`src/rtl/dec_stage_pkg.sv`:
```
package dec_stage_pkg;

  typedef enum logic [2:0] {
    ST_IDLE   = 3'd0,
    ST_RUN    = 3'd1,
    ST_BLOCK  = 3'd2,
    ST_UNBLK  = 3'd3,
    ST_SQUASH = 3'd4
  } dec_state_e;

  localparam int FLAG_W      = 4;
  localparam int FL_SQUASHED = 0;
  localparam int FL_CTRL     = 1;
  localparam int FL_DIRECT   = 2;
  localparam int FL_PTAKEN   = 3;

  localparam int CT_IDLE     = 0;
  localparam int CT_BLOCKED  = 1;
  localparam int CT_UNBLOCK  = 2;
  localparam int CT_SQUASH   = 3;
  localparam int CT_BR_MIS   = 4;
  localparam int CT_CTL_MIS  = 5;
  localparam int CT_DECODED  = 6;
  localparam int CT_SQUASHED = 7;
  localparam int NUM_CTRS    = 8;

endpackage

```
`src/rtl/dec_skid_fifo.sv`:
```
module dec_skid_fifo #(
  parameter int WIDTH = 8,
  parameter int DEPTH = 4,
  localparam int AW = (DEPTH > 1) ? $clog2(DEPTH) : 1,
  localparam int CW = $clog2(DEPTH + 1)
) (
  input  logic             clk,
  input  logic             rst,
  input  logic             push,
  input  logic             pop,
  input  logic             flush,
  input  logic [WIDTH-1:0] wr_data,
  output logic [WIDTH-1:0] rd_data,
  output logic [CW-1:0]    count
);

  logic [WIDTH-1:0] mem [DEPTH];
  logic [AW-1:0]    wr_ptr;
  logic [AW-1:0]    rd_ptr;
  logic             full;
  logic             empty;
  logic             do_push;
  logic             do_pop;

  assign full    = (count == CW'(DEPTH));
  assign empty   = (count == '0);
  assign do_push = push && !flush && (!full || pop);
  assign do_pop  = pop && !flush && !empty;
  assign rd_data = mem[rd_ptr];

  always_ff @(posedge clk) begin
    if (do_push) mem[wr_ptr] <= wr_data;
  end

  always_ff @(posedge clk) begin
    if (rst || flush) begin
      wr_ptr <= '0;
      rd_ptr <= '0;
      count  <= '0;
    end else begin
      if (do_push) wr_ptr <= (wr_ptr == AW'(DEPTH - 1)) ? '0 : wr_ptr + 1'b1;
      if (do_pop)  rd_ptr <= (rd_ptr == AW'(DEPTH - 1)) ? '0 : rd_ptr + 1'b1;
      count <= count + CW'(do_push) - CW'(do_pop);
    end
  end

  AST_NO_OVERFLOW: assert property (@(posedge clk) disable iff (rst)
    (push && !pop && !flush) |-> !full);
  AST_NO_UNDERFLOW: assert property (@(posedge clk) disable iff (rst)
    (pop && !flush) |-> !empty);

endmodule

```
`src/rtl/dec_group_scan.sv`:
```
module dec_group_scan
  import dec_stage_pkg::*;
#(
  parameter int SLOTS      = 4,
  parameter int PC_W       = 32,
  parameter int SEQ_W      = 8,
  parameter int INST_BYTES = 4,
  localparam int CW = $clog2(SLOTS + 1)
) (
  input  logic [CW-1:0]           in_cnt,
  input  logic [SLOTS*PC_W-1:0]   in_pc,
  input  logic [SLOTS*PC_W-1:0]   in_npc,
  input  logic [SLOTS*SEQ_W-1:0]  in_seq,
  input  logic [SLOTS*FLAG_W-1:0] in_flags,
  input  logic [SLOTS*PC_W-1:0]   in_tgt,
  output logic [CW-1:0]           keep_cnt,
  output logic [SLOTS*PC_W-1:0]   keep_pc,
  output logic [SLOTS*SEQ_W-1:0]  keep_seq,
  output logic [CW-1:0]           skip_cnt,
  output logic                    hit,
  output logic                    hit_ctrl,
  output logic [PC_W-1:0]         hit_pc,
  output logic [SEQ_W-1:0]        hit_seq
);

  always_comb begin
    int          idx;
    int          nskip;
    logic        stop;
    logic [FLAG_W-1:0] fl;
    logic [PC_W-1:0]   pc;
    idx      = 0;
    nskip    = 0;
    stop     = 1'b0;
    keep_pc  = '0;
    keep_seq = '0;
    hit      = 1'b0;
    hit_ctrl = 1'b0;
    hit_pc   = '0;
    hit_seq  = '0;
    for (int i = 0; i < SLOTS; i++) begin
      fl = in_flags[i*FLAG_W +: FLAG_W];
      pc = in_pc[i*PC_W +: PC_W];
      if ((CW'(i) < in_cnt) && !stop) begin
        if (fl[FL_SQUASHED]) begin
          nskip = nskip + 1;
        end else begin
          keep_pc[idx*PC_W +: PC_W]    = pc;
          keep_seq[idx*SEQ_W +: SEQ_W] = in_seq[i*SEQ_W +: SEQ_W];
          idx = idx + 1;
          if (fl[FL_PTAKEN] && !fl[FL_CTRL]) begin
            stop     = 1'b1;
            hit      = 1'b1;
            hit_ctrl = 1'b1;
            hit_pc   = pc + PC_W'(INST_BYTES);
            hit_seq  = in_seq[i*SEQ_W +: SEQ_W];
          end else if (fl[FL_DIRECT] &&
                       (in_npc[i*PC_W +: PC_W] != in_tgt[i*PC_W +: PC_W])) begin
            stop     = 1'b1;
            hit      = 1'b1;
            hit_pc   = in_tgt[i*PC_W +: PC_W];
            hit_seq  = in_seq[i*SEQ_W +: SEQ_W];
          end
        end
      end
    end
    keep_cnt = CW'(idx);
    skip_cnt = CW'(nskip);
  end

  always_comb begin
    AST_SCAN_CONSERVE: assert ((keep_cnt + skip_cnt) <= in_cnt);
  end

endmodule

```
`src/rtl/dec_perf_ctrs.sv`:
```
module dec_perf_ctrs #(
  parameter int NUM   = 8,
  parameter int INC_W = 3,
  parameter int CNT_W = 16
) (
  input  logic             clk,
  input  logic             rst,
  input  logic [INC_W-1:0] inc [NUM],
  output logic [CNT_W-1:0] val [NUM]
);

  always_ff @(posedge clk) begin
    for (int g = 0; g < NUM; g++) begin
      if (rst) val[g] <= '0;
      else     val[g] <= val[g] + CNT_W'(inc[g]);
    end
  end

endmodule

```
`src/rtl/dec_stage_ctrl.sv`:
```
module dec_stage_ctrl
  import dec_stage_pkg::*;
#(
  parameter int SLOTS      = 4,
  parameter int PC_W       = 32,
  parameter int SEQ_W      = 8,
  parameter int SKID_DEPTH = 4,
  parameter int CNT_W      = 16,
  parameter int INST_BYTES = 4,
  localparam int CW = $clog2(SLOTS + 1)
) (
  input  logic                    clk,
  input  logic                    rst,
  input  logic [CW-1:0]           fe_cnt,
  input  logic [SLOTS*PC_W-1:0]   fe_pc,
  input  logic [SLOTS*PC_W-1:0]   fe_pred_npc,
  input  logic [SLOTS*SEQ_W-1:0]  fe_seq,
  input  logic [SLOTS*FLAG_W-1:0] fe_flags,
  input  logic [SLOTS*PC_W-1:0]   fe_target,
  output logic                    fe_stall,
  output logic                    fe_squash,
  output logic                    fe_ctrl_mis,
  output logic [PC_W-1:0]         fe_next_pc,
  output logic [SEQ_W-1:0]        fe_done_seq,
  input  logic                    cm_squash,
  input  logic                    rob_squashing,
  input  logic                    rn_ready,
  output logic [CW-1:0]           rn_cnt,
  output logic [SLOTS*PC_W-1:0]   rn_pc,
  output logic [SLOTS*SEQ_W-1:0]  rn_seq,
  output logic [CNT_W-1:0]        pc_idle,
  output logic [CNT_W-1:0]        pc_blocked,
  output logic [CNT_W-1:0]        pc_unblock,
  output logic [CNT_W-1:0]        pc_squash,
  output logic [CNT_W-1:0]        pc_br_mis,
  output logic [CNT_W-1:0]        pc_ctl_mis,
  output logic [CNT_W-1:0]        pc_decoded,
  output logic [CNT_W-1:0]        pc_squashed
);

  localparam int O_TGT = 0;
  localparam int O_FLG = O_TGT + SLOTS*PC_W;
  localparam int O_SEQ = O_FLG + SLOTS*FLAG_W;
  localparam int O_NPC = O_SEQ + SLOTS*SEQ_W;
  localparam int O_PC  = O_NPC + SLOTS*PC_W;
  localparam int O_CNT = O_PC + SLOTS*PC_W;
  localparam int GRP_W = O_CNT + CW;
  localparam int SCW   = $clog2(SKID_DEPTH + 1);

  dec_state_e state, nxt;

  logic [GRP_W-1:0] grp_in, skid_rd, src;
  logic [SCW-1:0]   skid_cnt;
  logic             push, pop, flush, process;
  logic             any_cs;

  logic [CW-1:0]          k_cnt, s_cnt;
  logic [SLOTS*PC_W-1:0]  k_pc;
  logic [SLOTS*SEQ_W-1:0] k_seq;
  logic                   hit, hit_ctrl;
  logic [PC_W-1:0]        hit_pc;
  logic [SEQ_W-1:0]       hit_seq;

  logic [CW-1:0]    inc [NUM_CTRS];
  logic [CNT_W-1:0] ctr [NUM_CTRS];

  assign grp_in = {fe_cnt, fe_pc, fe_pred_npc, fe_seq, fe_flags, fe_target};
  assign src    = (state == ST_UNBLK) ? skid_rd : grp_in;
  assign any_cs = cm_squash || rob_squashing;

  dec_skid_fifo #(.WIDTH(GRP_W), .DEPTH(SKID_DEPTH)) u_skid (
    .clk(clk), .rst(rst), .push(push), .pop(pop), .flush(flush),
    .wr_data(grp_in), .rd_data(skid_rd), .count(skid_cnt)
  );

  dec_group_scan #(.SLOTS(SLOTS), .PC_W(PC_W), .SEQ_W(SEQ_W),
                   .INST_BYTES(INST_BYTES)) u_scan (
    .in_cnt(src[O_CNT +: CW]),
    .in_pc(src[O_PC +: SLOTS*PC_W]),
    .in_npc(src[O_NPC +: SLOTS*PC_W]),
    .in_seq(src[O_SEQ +: SLOTS*SEQ_W]),
    .in_flags(src[O_FLG +: SLOTS*FLAG_W]),
    .in_tgt(src[O_TGT +: SLOTS*PC_W]),
    .keep_cnt(k_cnt), .keep_pc(k_pc), .keep_seq(k_seq), .skip_cnt(s_cnt),
    .hit(hit), .hit_ctrl(hit_ctrl), .hit_pc(hit_pc), .hit_seq(hit_seq)
  );

  always_comb begin
    nxt     = state;
    push    = 1'b0;
    pop     = 1'b0;
    flush   = 1'b0;
    process = 1'b0;
    unique case (state)
      ST_IDLE, ST_RUN: begin
        if (any_cs) begin
          flush = 1'b1;
          nxt   = ST_SQUASH;
        end else if (!rn_ready) begin
          push = (fe_cnt != '0);
          nxt  = ST_BLOCK;
        end else if (fe_cnt != '0) begin
          process = 1'b1;
          nxt     = hit ? ST_SQUASH : ST_RUN;
        end else begin
          nxt = ST_IDLE;
        end
      end
      ST_BLOCK: begin
        if (any_cs) begin
          flush = 1'b1;
          nxt   = ST_SQUASH;
        end else begin
          push = (fe_cnt != '0);
          if (rn_ready) nxt = (skid_cnt == '0 && !push) ? ST_RUN : ST_UNBLK;
        end
      end
      ST_UNBLK: begin
        if (any_cs) begin
          flush = 1'b1;
          nxt   = ST_SQUASH;
        end else if (!rn_ready) begin
          push = (fe_cnt != '0);
          nxt  = ST_BLOCK;
        end else begin
          push    = (fe_cnt != '0);
          pop     = 1'b1;
          process = 1'b1;
          if (hit) begin
            flush = 1'b1;
            push  = 1'b0;
            nxt   = ST_SQUASH;
          end else if (skid_cnt == SCW'(1) && !push) begin
            nxt = ST_RUN;
          end
        end
      end
      ST_SQUASH: begin
        if (!any_cs) nxt = ST_RUN;
      end
      default: nxt = ST_IDLE;
    endcase
  end

  always_ff @(posedge clk) begin
    if (rst) begin
      state       <= ST_IDLE;
      fe_stall    <= 1'b0;
      fe_squash   <= 1'b0;
      fe_ctrl_mis <= 1'b0;
      fe_next_pc  <= '0;
      fe_done_seq <= '0;
      rn_cnt      <= '0;
      rn_pc       <= '0;
      rn_seq      <= '0;
    end else begin
      state     <= nxt;
      fe_stall  <= (nxt == ST_BLOCK) || (nxt == ST_UNBLK);
      fe_squash <= process && hit;
      if (process && hit) begin
        fe_ctrl_mis <= hit_ctrl;
        fe_next_pc  <= hit_pc;
        fe_done_seq <= hit_seq;
      end
      rn_cnt <= process ? k_cnt : '0;
      if (process) begin
        rn_pc  <= k_pc;
        rn_seq <= k_seq;
      end
    end
  end

  always_comb begin
    inc[CT_IDLE]     = CW'(((state == ST_IDLE) || (state == ST_RUN)) && (fe_cnt == '0));
    inc[CT_BLOCKED]  = CW'(state == ST_BLOCK);
    inc[CT_UNBLOCK]  = CW'(state == ST_UNBLK);
    inc[CT_SQUASH]   = CW'(state == ST_SQUASH);
    inc[CT_BR_MIS]   = CW'(process && hit && !hit_ctrl);
    inc[CT_CTL_MIS]  = CW'(process && hit && hit_ctrl);
    inc[CT_DECODED]  = process ? k_cnt : '0;
    inc[CT_SQUASHED] = process ? s_cnt : '0;
  end

  dec_perf_ctrs #(.NUM(NUM_CTRS), .INC_W(CW), .CNT_W(CNT_W)) u_ctrs (
    .clk(clk), .rst(rst), .inc(inc), .val(ctr)
  );

  assign pc_idle     = ctr[CT_IDLE];
  assign pc_blocked  = ctr[CT_BLOCKED];
  assign pc_unblock  = ctr[CT_UNBLOCK];
  assign pc_squash   = ctr[CT_SQUASH];
  assign pc_br_mis   = ctr[CT_BR_MIS];
  assign pc_ctl_mis  = ctr[CT_CTL_MIS];
  assign pc_decoded  = ctr[CT_DECODED];
  assign pc_squashed = ctr[CT_SQUASHED];

  AST_STALL_COVERS_SKID: assert property (@(posedge clk) disable iff (rst)
    (skid_cnt != '0) |-> fe_stall);
  AST_SQUASH_HOLD: assert property (@(posedge clk) disable iff (rst)
    (state == ST_SQUASH && any_cs) |=> (state == ST_SQUASH));
  AST_REDIRECT_SQUASHING: assert property (@(posedge clk) disable iff (rst)
    fe_squash |-> (state == ST_SQUASH));
  AST_FWD_NEEDS_READY: assert property (@(posedge clk) disable iff (rst)
    (rn_cnt != '0) |-> $past(rn_ready));
  AST_RN_BOUND: assert property (@(posedge clk) disable iff (rst)
    rn_cnt <= CW'(SLOTS));
  AST_COMMIT_DROPS_STALL: assert property (@(posedge clk) disable iff (rst)
    (any_cs && state != ST_SQUASH) |=> !fe_stall);

endmodule

```
`config.mk`:
```
export PLATFORM = sky130hd
export DESIGN_NAME = dec_stage_ctrl
export DESIGN_NICKNAME = d
export VERILOG_FILES = /design/src/rtl/dec_stage_pkg.sv /design/src/rtl/dec_skid_fifo.sv /design/src/rtl/dec_group_scan.sv /design/src/rtl/dec_perf_ctrs.sv /design/src/rtl/dec_stage_ctrl.sv
export SDC_FILE = /design/constraint.sdc
export NUM_CORES = 2
export LEC_CHECK = 0
export BUFFER_PORTS_ARGS = -buffer_cell sky130_fd_sc_hd__buf_4
export CAP_MARGIN = 0
export CORE_MARGIN = 8
export CORE_UTILIZATION = 40
export CTS_BUF_LIST = sky130_fd_sc_hd__clkbuf_16
export CTS_CLUSTER_DIAMETER = 30
export DETAILED_ROUTE_END_ITERATION = 6
export GPL_ROUTABILITY_DRIVEN = 0
export PLACE_DENSITY_LB_ADDON = 0.05
export SKIP_CTS_REPAIR_TIMING = 1
export SYNTH_ARGS = -nofsm -noshare
export SYNTH_HDL_FRONTEND = slang
export SYNTH_SLANG_ARGS = --single-unit
```
`constraint.sdc`:
```
create_clock -name clk -period 39 [get_ports clk]
set_input_delay 9.75 -clock clk [delete_from_list [all_inputs] [get_ports clk]]
set_output_delay 9.75 -clock clk [all_outputs]
set_load 0.02 [all_outputs]
```
After elaboration in Yosys (flattened, before gate mapping) --
Memories as Yosys holds them, arrays and structs flattened. A register that Yosys moved wholly into a read port is not among the register bits. Cells that the tools add are included.
Word-level totals: ROM bits 0, latch bits 0, input bits 440, memories 1, register bits after elaboration 344, bits in writable memories 1740
Cells by class: bitwise operators 0, mux-type cells 139, $lt $le $gt $ge 4, add/subtract/negate cells 28, reductions and logical operators 44, multiply operators 0, shift operators 12, div/mod/pow operators 0, equal/unequal tests 14
Memories:
- u_skid.mem | depth 4, width 435, read ports 1, clocked after Yosys merged registers in 1, write ports 1, RTL line dec_skid_fifo.sv:17 | logic [WIDTH-1:0] mem [DEPTH];
Operators by type and width (count):
- $mux W128 | 6
- $mux W32 | 24
- $mux W435 | 1
- $bwmux W128 | 3
- $shift A32 B33 Y128 const A | 3
- $shiftx A32 B33 Y128 | 3
- $neg A32 Y33 | 6
- $mux W8 | 18
- $add A32 B3 Y32 const B | 4
- $ne A32 B32 Y1 | 4
- $mux W29 | 4
- $shift A8 B33 Y32 const A | 3
- $shiftx A8 B33 Y32 | 3
- $add A16 B1 Y16 | 6
- $bwmux W32 | 3
- $mux W3 | 21
- $mux W1 | 50
- $add A16 B3 Y16 | 2
- $add A29 B2 Y29 const B | 1
- $logic_and A1 B1 Y1 | 21
- $eq A3 B2 Y1 const B | 4
- $logic_not A1 Y1 | 12
- $pmux W3 S4 | 1
- $mux W2 | 5
- 17 further kinds | 33

Longest topological paths before layout --
depth in word-level cells 29, mapped depth 32, mapped depth without buffers 24

Modules after synthesis --
Synthesis repeated with hierarchy kept, for this count alone.
Second synthesis, totals: cell total of the unflattened synthesis 5781, area, all modules 93125.6 um^2
Modules (own cells, without submodules):
- dec_skid_fifo | area each 63139.3 um^2, cells an instance 2322, times used 1, sequential area each 52430.3 um^2
- dec_stage_ctrl | area each 14612.8 um^2, cells an instance 1417, times used 1, sequential area each 4184.0 um^2
- dec_group_scan | area each 9409.0 um^2, cells an instance 1399, times used 1, sequential area each 0.0 um^2
- dec_perf_ctrs | area each 5964.5 um^2, cells an instance 643, times used 1, sequential area each 2562.5 um^2

Least setup slack after synthesis --
OpenSTA, ideal clock, no wires.
kind input port to flip-flop, start point input fe_pred_npc[22], end point memory u_skid.mem[0][0] (netlist bit), enable pin, cell stages on the path 10, path buffers 0, setup time 0.855 ns, setup slack 16.426 ns, arrival 21.719 ns, data required time 38.145 ns, path through xor2_1 -> o21ai_0 -> a2bb2oi_1 -> or3_1 -> nor3_1 -> a31oi_1 -> a21oi_2 -> a31oi_1 -> nor2_1 -> and2_1
On the way: longest elaborated chain between the ends 28, elaborated cells on any way between the ends 38, those cells by class eq/ne: 1; mux: 27; reduce/logical: 10
RTL lines:
- start, declared | RTL line dec_stage_ctrl.sv:16 | input logic [SLOTS*PC_W-1:0] fe_pred_npc,
- $mux W435 (*) | RTL line dec_stage_ctrl.sv:68 | assign src = (state == ST_UNBLK) ? skid_rd : grp_in;
- $ne A32 B32 Y1 (*) | RTL line dec_group_scan.sv:58 | (in_npc[i*PC_W +: PC_W] != in_tgt[i*PC_W +: PC_W])) begin
- $logic_and A1 B1 Y1 (*) | RTL line dec_group_scan.sv:57 | end else if (fl[FL_DIRECT] &&
- $mux W1 (*) | RTL line dec_group_scan.sv:57
- $mux W1 (*) | RTL line dec_group_scan.sv:51 | if (fl[FL_PTAKEN] && !fl[FL_CTRL]) begin
- $mux W1 (*) | RTL line dec_group_scan.sv:45 | if (fl[FL_SQUASHED]) begin
- $mux W1 (*) | RTL line dec_group_scan.sv:44 | if ((CW'(i) < in_cnt) && !stop) begin
- $mux W1 | RTL line dec_group_scan.sv:57
- [... 12 more ...]
- $mux W1 | RTL line dec_stage_ctrl.sv:122 | end else if (!rn_ready) begin
- $mux W1 | RTL line dec_stage_ctrl.sv:119 | if (any_cs) begin
- $pmux W1 S2 | RTL line dec_stage_ctrl.sv:94 | unique case (state)
- $logic_not A1 Y1 | RTL line dec_skid_fifo.sv:27 | assign do_push = push && !flush && (!full || pop);
- $logic_and A1 B1 Y1 (*) (2 in series) | RTL line dec_skid_fifo.sv:27
- named net u_skid.do_push | RTL line dec_skid_fifo.sv:22 | logic do_push;
- $mux W1 (*) | RTL line dec_skid_fifo.sv:32 | if (do_push) mem[wr_ptr] <= wr_data;
- $mux W1 (implied by the code) (*) | RTL line dec_skid_fifo.sv:32
- end, declared | RTL line dec_skid_fifo.sv:17
Mark *: on every way through the listed nets, which the timed path passes. The rest lies on a longest branch.

Worst setup path after layout --
start point input fe_cnt[1], end point register rn_pc[52]
On the way: longest elaborated chain between the ends 15, elaborated cells on any way between the ends 50, those cells by class add/sub: 5; order compare: 4; shift: 6; mux: 28; reduce/logical: 7
RTL lines:
- start, declared | RTL line dec_stage_ctrl.sv:14 | input logic [CW-1:0] fe_cnt,
- branches (longest 15 deep; another with $neg A32 Y33)
- end signal, assigned | RTL line dec_stage_ctrl.sv:167 | rn_pc <= k_pc;
- end, declared | RTL line dec_stage_ctrl.sv:29 | output logic [SLOTS*PC_W-1:0] rn_pc,
Parallel ways; which one is timed is not known. A chain may end at the register's enable or synchronous reset.

==> flow_summary.json <==
{
  "synth-seq-cells": 2086,
  "synthCells": 6378,
  "overflow": 0,
  "cts-root-buf": "clkbuf_16",
  "cts_tree": "yes",
  "wirelength_mm": 368,
  "crit_arrival_ns": 17.76,
  "yosys-top-cells-area": "edfxtp_1 57%, mux4_2 8.4%, dfxtp_1 7.5%, xnor2_1 3.4%, xor2_1 3.3%",
  "syn-num-nets": 6862,
  "finalHoldViolations": 0,
  "setup_viol": 0,
  "max_freq_mhz": 59.1,
  "cts_buffers": 493,
  "synth-edff-count": 1740,
  "drt_first_pass_iters": 7,
  "drive_gt1_share_pct": 27.0,
  "rsz0062_at_grt": "false",
  "antenna_left": 0,
  "via_count": 63600,
  "drt_iter0_markers": 7227,
  "critical_path_class": "input pin to register",
  "detail_route.wl_per_cell_um": 33.8,
  "cts-htree-levels": 5,
  "finClkSkew_ns": 0.102,
  "hold_depth": 2,
  "drcViolationCount": 2,
  "track_usage_pct": 29.1,
  "start_kind": "input pin",
  "port_buffers": 773,
  "status": "finished, violations left",
  "clock_latency_ns": 1.03,
  "r2r_slack_ns": 28.17,
  "slew_viol_final": 4,
  "fin_util_pct": 51.3,
  "yosys_warnings": 0,
  "syn_area_per_cell_um2": 14.4,
  "cts_sinks": 2086,
  "synthesis.area_mm2": 0.0918,
  "crit_path_end_kind": "register",
  "synth_top_area_share_pct": 56.9,
  "dieWidth_um": 495,
  "fin_setup_tns_ns": 0,
  "grt_pass1_wl_mm": 504,
  "start_util_pct": 40.1,
  "dp_hpwl_mm": 259,
  "violations": "DRC, capacitance limit, slew limit",
  "period_minus_slack_ns": 16.91,
  "period_share_pct": 43.4,
  "core_mm2": 0.229,
  "io_pins": 774,
  "die-area_mm2": 0.245,
  "synth_async_sr_flop_share_pct": 0,
  "whs_ns": 0.464,
  "synth_cell_types": 97,
  "slew_headroom_pct": -4.89,
  "grt_util_met2_pct": 44.3,
  "viasPerCell": 5.84,
  "path_max_fanout": 44,
  "tightest_slew_ns": 1.56,
  "critPathRequiredTime_ns": 39.84,
  "cts_buffer_depth": 4,
  "power_density_mw_per_mm2": 58.2,
  "peakVddDrop_mv": 0.0437,
  "synth_top_cell_by_area": "edfxtp_1",
  "grt_max_degree": 153,
  "antenna_found_initial": 121,
  "synthTopCellsByCount": "1740 x edfxtp_1, 593 x nand2_1, 352 x xnor2_1, 351 x xor2_1, 346 x dfxtp_1",
  "row_count": 176,
  "nets": 7882,
  "design_area_mm2": 0.117,
  "maxCapViolCount": 2,
  "first_global_vias": 63000,
  "syn2layout_area_growth_pct": 27.9,
  "r2r_cells": 18,
  "placedCellCount": 9929,
  "synth_most_common_cell": "edfxtp_1",
  "placed_area_mm2": 0.101,
  "stdcell_count": 10900,
  "busiest_layer": "met2",
  "synthFlopType": "edfxtp_1",
  "grtUsageMet1_pct": 37.0,
  "p_leak_nw": 40.4,
  "die_height_um": 495,
  "hold_path.class": "register to register",
  "ys_seq_area_share_pct": 64.4,
  "clk_pin_slew_ns": 0.05,
  "grtUsageMet3_pct": 9.13
}
-- power breakdown --
part	total (mW)	switching [mW]	internal [mW]
registers	2.45	0.0115	2.44
clock network	4.05	1.26	2.79
logic	0.337	0.236	0.101
total	6.84	1.51	5.33
-- per-stage QoR --
step / worst slack [ns] / power (mW)
after CTS: 22.48 / 6.88
after floorplan: 16.43 / 2.63
after global routing: 21.94 / 7.01
after global placement: 21.51 / 2.82
after detailed placement: 21.46 / 2.82
final: 22.09 / 6.84
-- worst max-delay path, cell delays in order --
cell and delay (ns):
buf_4 0.14, or3_1 0.58, o21ai_0 0.38, or2_2 0.75
inv_1 0.09, buf_4 0.30, ha_1 0.35, nand3_1 0.09
nor4_1 0.08, a21oi_1 0.45, nand2_1 0.30, inv_2 0.29
xnor2_4 0.14, buf_4 0.59, inv_1 0.10, ha_1 0.21
ha_1 0.29, nor2b_1 0.18, nand2_1 0.11, nor4_4 0.14
buf_4 0.60, nand3_2 1.10, o221ai_1 0.62
-- layer usage --
metal	share of wire, %	vias to the layer above	wire (um)
met5	0.14	-	511
met4	6.1	78	22400
met3	9.8	914	36200
met2	45	3368	165000
met1	39	32200	144000
li1	-	27000	-
-- cell families (layout without fill, tap and decap cells) --
group	count (synthesis)	in the layout	share of synthesized area [%]
AO/OA/AOI/OAI	980	980	7.25
XOR/XNOR	705	705	6.75
adder cells (fa/ha/maj)	44	44	0.624
buffers and inverters	452	1886	2.43
flip-flops	2086	2086	64.4
multiplexers	514	514	10.4
other	0	53	0
AND/OR/NAND/NOR	1597	1597	8.10
-- sequential cells by signal (all words and copies together), names as in the netlist, 2 cells and up, named ones only --
signal / cells
state: 3
fe_next_pc: 32
rn_seq: 32
u_skid.count: 3
u_skid.mem: 1740
fe_done_seq: 8
u_skid.wr_ptr: 2
u_ctrs.val: 128
rn_pc: 128
u_skid.rd_ptr: 2
rn_cnt: 3
-- placed cells by master (no fill, tap or decap), drive strengths merged, types with 48 or more instances in the layout --
master / Yosys / final
a211oi: 78 / 78
a21oi: 216 / 216
a31oi: 89 / 89
and3: 56 / 56
buf: 173 / 910
bufinv: 0 / 75
clkbuf: 212 / 501
clkinv: 0 / 212
clkinvlp: 0 / 48
dfxtp: 346 / 346
diode: 0 / 53
edfxtp: 1740 / 1740
inv: 67 / 140
mux2i: 140 / 140
mux4: 348 / 348
nand2: 593 / 593
nand3: 212 / 212
nand4: 67 / 67
nor2: 300 / 300
nor3: 159 / 159
nor4: 50 / 50
o211ai: 77 / 77
o21ai: 146 / 146
o22ai: 85 / 85
xnor2: 353 / 353
xor2: 351 / 351
-- final timing paths --
check / start / endpoint
worst max-delay path: fe_cnt[1] / rn_pc[52]
worst min-delay path: rn_pc[58] / rn_pc[58]
worst max register to register: register / u_skid.mem[0][229]
worst min register to register: rn_pc[58] / rn_pc[58]
-- layout make-up --
cell class / instances / area (um2)
Timing Repair Buffer: 910 / 6960
Multi-Input combinational cell: 3840 / 30600
Clock inverter: 408 / 4030
Inverter: 67 / 260
Antenna cell: 53 / 133
Tap cell: 3026 / 3790
Sequential cell: 2086 / 59200
Fill cell: 19700 / 112000
Clock buffer: 501 / 12500
(Power assumes the default switching activity.)
